--- config.mk ---
export PLATFORM = sky130hd
export DESIGN_NAME = audio_rate_detect
export DESIGN_NICKNAME = d
export VERILOG_FILES = /design/src/rtl/audio_rate_detect.sv
export SDC_FILE = /design/constraint.sdc
export NUM_CORES = 1
export LEC_CHECK = 0
export ABC_AREA = 1
export BUFFER_PORTS_ARGS = -buffer_cell sky130_fd_sc_hd__buf_2
export CAP_MARGIN = 20
export CORE_MARGIN = 2
export CORE_UTILIZATION = 63
export CTS_CLUSTER_DIAMETER = 150
export CTS_CLUSTER_SIZE = 10
export DETAILED_ROUTE_END_ITERATION = 10
export GPL_TIMING_DRIVEN = 0
export PLACE_DENSITY = 0.8
export REMOVE_ABC_BUFFERS = 1
export SKIP_CTS_REPAIR_TIMING = 1
export SYNTH_ARGS = -nofsm -noshare
export SYNTH_HDL_FRONTEND = slang
export SYNTH_SLANG_ARGS = --single-unit
--- constraint.sdc ---
create_clock -name clk_ref -period 4.07 [get_ports clk_ref]
set_input_delay 1.0175 -clock clk_ref [delete_from_list [all_inputs] [get_ports clk_ref]]
set_output_delay 1.0175 -clock clk_ref [all_outputs]
set_load 0.03 [all_outputs]
--- src/rtl/audio_rate_detect.sv ---
module audio_rate_detect #(
  parameter int REF_HZ        = 125_000_000,
  parameter int STOP_LIMIT    = 1024,
  parameter int TOL           = 2,
  parameter int BASE_RATIO    = 64,
  parameter int MIN_HZ        = 1_000,
  parameter int DBL_SPLIT_HZ  = 75_000,
  parameter int QUAD_SPLIT_HZ = 150_000,
  parameter int SGL_MAX_HZ    = 50_000,
  parameter int DBL_MAX_HZ    = 100_000,
  parameter int QUAD_MAX_HZ   = 200_000
) (
  input  logic       clk_ref,
  input  logic       rst_n,
  input  logic       mclk_in,
  input  logic       lrck_in,
  input  logic [1:0] mode_pins,
  output logic [1:0] speed_mode,
  output logic       mclk_div2,
  output logic       locked,
  output logic       unsupported
);

  localparam int MW           = $clog2(STOP_LIMIT + 2);
  localparam int PMAX         = REF_HZ / MIN_HZ;
  localparam int PW           = $clog2(PMAX + 1);
  localparam int R128         = BASE_RATIO * 2;
  localparam int R256         = BASE_RATIO * 4;
  localparam int R512         = BASE_RATIO * 8;
  localparam int P_DBL_SPLIT  = REF_HZ / DBL_SPLIT_HZ;
  localparam int P_QUAD_SPLIT = REF_HZ / QUAD_SPLIT_HZ;
  localparam int P_SGL_MIN    = REF_HZ / SGL_MAX_HZ;
  localparam int P_DBL_MIN    = REF_HZ / DBL_MAX_HZ;
  localparam int P_QUAD_MIN   = REF_HZ / QUAD_MAX_HZ;
  localparam logic [MW-1:0] STOP_VAL = MW'(STOP_LIMIT + 1);
  localparam logic [PW-1:0] PSAT     = PW'(PMAX);

  localparam logic [1:0] SP_SGL  = 2'b00;
  localparam logic [1:0] SP_DBL  = 2'b01;
  localparam logic [1:0] SP_QUAD = 2'b10;

  logic [2:0]    mclk_sh, lrck_sh;
  logic [1:0]    mode_q;
  logic [MW-1:0] mcnt, prev_cnt;
  logic [PW-1:0] rcnt;
  logic          armed, have_prev;
  logic          s_locked, s_unsup, s_div2;
  logic [1:0]    s_speed;

  logic          c_bad, c_div2;
  logic [1:0]    c_speed;

  wire mclk_rise = mclk_sh[1] & ~mclk_sh[2];
  wire lrck_rise = lrck_sh[1] & ~lrck_sh[2];
  wire stop      = (mcnt == STOP_VAL);
  wire slave     = (mode_q == 2'b11);
  wire [MW-1:0] cnt_now = mcnt + MW'(mclk_rise);

  function automatic logic near(input int a, input int b);
    return (a <= b + TOL) && (a + TOL >= b);
  endfunction

  wire match = have_prev && near(int'(cnt_now), int'(prev_cnt));

  always_ff @(posedge clk_ref or negedge rst_n) begin
    if (!rst_n) begin
      mclk_sh <= '0;
      lrck_sh <= '0;
      mode_q  <= 2'b11;
    end else begin
      mclk_sh <= {mclk_sh[1:0], mclk_in};
      lrck_sh <= {lrck_sh[1:0], lrck_in};
      mode_q  <= mode_pins;
    end
  end

  always_ff @(posedge clk_ref or negedge rst_n) begin
    if (!rst_n) begin
      mcnt <= '0;
      rcnt <= '0;
    end else begin
      if (lrck_rise)   mcnt <= '0;
      else if (!stop)  mcnt <= cnt_now;
      if (lrck_rise)          rcnt <= PW'(1);
      else if (rcnt != PSAT)  rcnt <= rcnt + PW'(1);
    end
  end

  always_comb begin
    c_speed = SP_SGL;
    c_div2  = 1'b0;
    c_bad   = 1'b1;
    if (near(int'(cnt_now), R512)) begin
      c_speed = SP_SGL;
      c_div2  = 1'b1;
      c_bad   = int'(rcnt) < P_SGL_MIN;
    end else if (near(int'(cnt_now), R256)) begin
      if (int'(rcnt) < P_DBL_SPLIT) begin
        c_speed = SP_DBL;
        c_div2  = 1'b1;
        c_bad   = int'(rcnt) < P_DBL_MIN;
      end else begin
        c_speed = SP_SGL;
        c_div2  = 1'b0;
        c_bad   = int'(rcnt) < P_SGL_MIN;
      end
    end else if (near(int'(cnt_now), R128)) begin
      if (int'(rcnt) < P_QUAD_SPLIT) begin
        c_speed = SP_QUAD;
        c_div2  = 1'b1;
        c_bad   = int'(rcnt) < P_QUAD_MIN;
      end else begin
        c_speed = SP_DBL;
        c_div2  = 1'b0;
        c_bad   = int'(rcnt) < P_DBL_MIN;
      end
    end
    if (c_bad) begin
      c_speed = SP_SGL;
      c_div2  = 1'b0;
    end
  end

  always_ff @(posedge clk_ref or negedge rst_n) begin
    if (!rst_n) begin
      armed     <= 1'b0;
      have_prev <= 1'b0;
      prev_cnt  <= '0;
      s_locked  <= 1'b0;
      s_unsup   <= 1'b0;
      s_div2    <= 1'b0;
      s_speed   <= SP_SGL;
    end else if (stop) begin
      armed     <= 1'b0;
      have_prev <= 1'b0;
      s_locked  <= 1'b0;
      s_unsup   <= 1'b0;
      s_div2    <= 1'b0;
      s_speed   <= SP_SGL;
    end else if (lrck_rise) begin
      if (!armed) begin
        armed <= 1'b1;
      end else begin
        prev_cnt  <= cnt_now;
        have_prev <= 1'b1;
        s_locked  <= match;
        s_unsup   <= match & c_bad;
        s_div2    <= match & c_div2;
        s_speed   <= match ? c_speed : SP_SGL;
      end
    end
  end

  assign speed_mode  = slave ? s_speed : mode_q;
  assign mclk_div2   = slave & s_div2;
  assign locked      = slave ? s_locked : 1'b1;
  assign unsupported = slave & s_unsup;

  assert_lock_needs_edge_R3: assert property (@(posedge clk_ref) disable iff (!rst_n)
    $rose(s_locked) |-> $past(lrck_rise));

  assert_stop_clears_R12: assert property (@(posedge clk_ref) disable iff (!rst_n)
    stop |=> !s_locked && !s_unsup);

  assert_unsup_defaults_R10: assert property (@(posedge clk_ref) disable iff (!rst_n)
    unsupported |-> (speed_mode == SP_SGL) && !mclk_div2);

  assert_code_legal_R2: assert property (@(posedge clk_ref) disable iff (!rst_n)
    speed_mode != 2'b11);

  assert_hold_between_edges_R11: assert property (@(posedge clk_ref) disable iff (!rst_n)
    (!$past(lrck_rise) && !$past(stop)) |-> ($stable(s_speed) && $stable(s_locked)));

  assert_div_needs_lock_R5: assert property (@(posedge clk_ref) disable iff (!rst_n)
    s_div2 |-> s_locked);

endmodule

==> implementation parameters <==
Parameter                              Value

Floorplan
  Die ar.    ~0.0071 mm2
  Vertical extent of the die    between 80 and 90 um
  Horizontal die dimension    84.5 um
  Number of rows in the core area    29
  Starting Density    0.647
  Floorplan core area    0.00631 mm2
  Top-level port count    11

Timing
  Rel. slew slack    0.337
  Final hold vios    0
  Peak clock frequency supported by timing    284 MHz
  Slew Viols, Final    0
  Min cycle time layout    3520 ps
  Final cycle utilization of the critical path    0.864
  Setup ws final    roughly 550 ps
  Clock tree skew after final layout    roughly 4.2 ps
  Final-report setup violation count    0
  Unrepaired setup endpoints after global routing    false
  Least-Margin Pin Slew    991 ps
  Final setup TNS    0 ps

Yosys
  Flip-flop and latch count after synthesis    54
  Count of unique library cells instantiated by Yosys    37
  Gate count after technology mapping    roughly 570
  Top cells by area in the synthesized netlist    dfrtp_1, nand2_1, ha_1
  Cell area after synthesis    0.00408 mm2
  Syn_area_per_cell    7.15 um2
  Post-synthesis cell type with the largest combined area    dfrtp_1
  Warning count from the yosys run    0
  Top-area cell type share of the netlist area    0.319
  Sequential cell area fraction in the yosys report    0.332

Power
  Clock share of power    0.268
  Lkg Pwr    ~2.3 nW
  Fraction of power spent switching nets    0.332
  Switching component of the power    0.000442 W
  PD cells    306 mW/mm2
  Int Pwr    around 0.0009 W
  Share of power burned in combinational logic    0.263
  Maximum ir drop on the vdd rail    approximately 0.00024 V
  Sequential Power Share    0.469

Worst setup path
  Critical path peak fanout    6
  Slowest stage delay, CP    390 ps
  Critical path class    reg2reg
  Critical Path End Type    register
  CP max stage cell    dfrtp_1
  Critical Path RT    4330 ps
  CP arrival    3770 ps
  Element type at the critical path start    register
  Most frequent CP cell    nand2_1

Finish
  Area growth, synth to finish    6.31%
  Top library cells by usage in the layout, fill and taps aside    nand2_1, inv_1, nor2_1, dfrtp_1, nand3_1
  Fillers    547
  Area of all sequential standard cells    ~0.0014 mm2
  Multi-input logic area    0.00236 mm2
  Layout cells sized above 1    0.113
  Diode count    0
  Utilization after layout    0.687
  Most frequent standard cell in the layout excluding fill and tap cells    nand2_1
  Final layout net count    620

Placement
  Worst slack at placement    564 ps
  HPWL after DPL    about 6900 um
  Final RePlAce weighted congestion    about 0.91
  Total of buffers placed on input and output ports    10

Clock network
  Cell at the root of the clock tree    clkbuf_8
  Clock tree from TritonCTS    done
  Source-to-sink clock delay at the later pin of the worst-skew pair    a little over 300 ps
  CTS HTree Levels    2
  Clock net sink count    54
  Number of buffers inserted during clock tree synthesis    5
  Clock transition at the registers of the reported paths    90 ps
  Number of buffers on the longest clock path    2

Routing
  Length of the first detailed-routing pass in iterations    5
  Vias after detailed routing    ~3600
  DRC    0
  Final ANT Viol Nets    0
  Detailed-route wire length    between 8000 and 9000 um
  Vias per inst    5.51
  DR iter-0 viols    193
  WL per Instance    13.2 um

Status
  Result of the run    finished clean

GRT
  GRT Residual Overflow    0
  Pin count of the biggest net entering global routing    31
  Number of antenna violations at the first check in global routing    0
  Vias in the first global route    3520
  Wire length of the first global-routing pass    15400 um
  All-layer global routing usage    0.262

Worst hold path
  Class of the worst hold path    reg2reg

Flow run
  Max-capacitance violation count    0
## layer usage
| layer | part of all wire | wire length [um] | global-route usage |
|---|---|---|---|
| met5 | 0 | 0 | 0 |
| met4 | 0.012 | 106 | 0.0750 |
| met3 | 0.038 | 331 | 0.0374 |
| met2 | 0.48 | 4180 | 0.437 |
| met1 | 0.47 | 4090 | 0.357 |
## critical path: cells and delay by family (launching register included)
| kind | cells | cell delay, ps |
|---|---|---|
| buf+inv | 6 | 320 |
| compound gates | 1 | 220 |
| fa+ha+maj | 4 | 950 |
| flops | 1 | 390 |
| simple gates | 19 | 1590 |
## kinds of logic after synthesis
logic type | share of synthesized area
simple gates | 0.368
buf+inv | 0.0901
compound gates | 0.0907
flops | 0.332
fa+ha+maj | 0.0919
xor+xnor | 0.0276
## cells in the mapped netlist, drive strengths merged
cell    count
a211oi      1
a21boi      2
a21o        1
a21oi      26
a41oi       1
buf         1
clkbuf      5
dfrtp      52
dfstp       2
ha         30
inv        91
nand2     150
nand3      52
nand3b      3
nand4      14
nor2       76
nor3        9
nor4        8
o21a        2
o21ai      29
o21bai      3
o31ai       1
xnor2       3
xor2        9
## through the flow
stage                     hold WS, ps  total power (W)  std cells  cell area [um2]
after floorplan                   331         0.000876        565             4060
after CTS                         356          0.00133        661             4330
after detailed placement          335         0.000977        653             4220
after global routing              367          0.00142        662             4340
final                             354          0.00133        662             4340
after global placement            332         0.000958        652             4200
## layout make-up
class                           count  share of cell area
Clock buffer                        7              0.0176
Clock inverter                      1             0.00692
Inverter                           91              0.0787
Multi-Input combinational cell    420               0.544
Sequential cell                    54               0.312
Tap cell                           77              0.0222
Timing Repair Buffer               12              0.0187
## flip-flops by register name, summed over array words and instances (netlist names), 2 cells and up
signal,count
rcnt,17
mcnt,11
prev_cnt,11
lrck_sh,3
mclk_sh,3
mode_q,2
s_speed,2
## final timing paths
| check | cells after the start | slack (ps) | startpoint | end |
|---|---|---|---|---|
| worst max-delay path | 30 | 550 | mclk_sh[1]$_DFF_PN0_ | s_div2$_DFFE_PN0P_ |
| worst min-delay path | 0 | 350 | mclk_sh[0]$_DFF_PN0_ | mclk_sh[1]$_DFF_PN0_ |
| worst max register to register | 30 | 550 | mclk_sh[1]$_DFF_PN0_ | s_div2$_DFFE_PN0P_ |
| worst min register to register | 0 | 350 | mclk_sh[0]$_DFF_PN0_ | mclk_sh[1]$_DFF_PN0_ |
| max in group asynchronous | 2 | 2810 | rst_n | rcnt[0]$_DFFE_PN0P_ |
| min in group asynchronous | 1 | 690 | rst_n | prev_cnt[4]$_DFFE_PN0P_ |
## power by group through the flow
| stage | Combinational [W] | Clock [W] | Sequential [W] |
|---|---|---|---|
| 3_3_place_gp | 0.000329 | 0 | 0.000629 |
| 4_1_cts | 0.000348 | 0.000366 | 0.000621 |
| 3_5_place_dp | 0.000346 | 0 | 0.000631 |
| 5_1_grt | 0.000408 | 0.000383 | 0.000628 |
| 2_1_floorplan | 0.000256 | 0 | 0.000620 |
| 6_report | 0.000350 | 0.000356 | 0.000623 |
No activity file was read; power rests on OpenSTA's default activity.
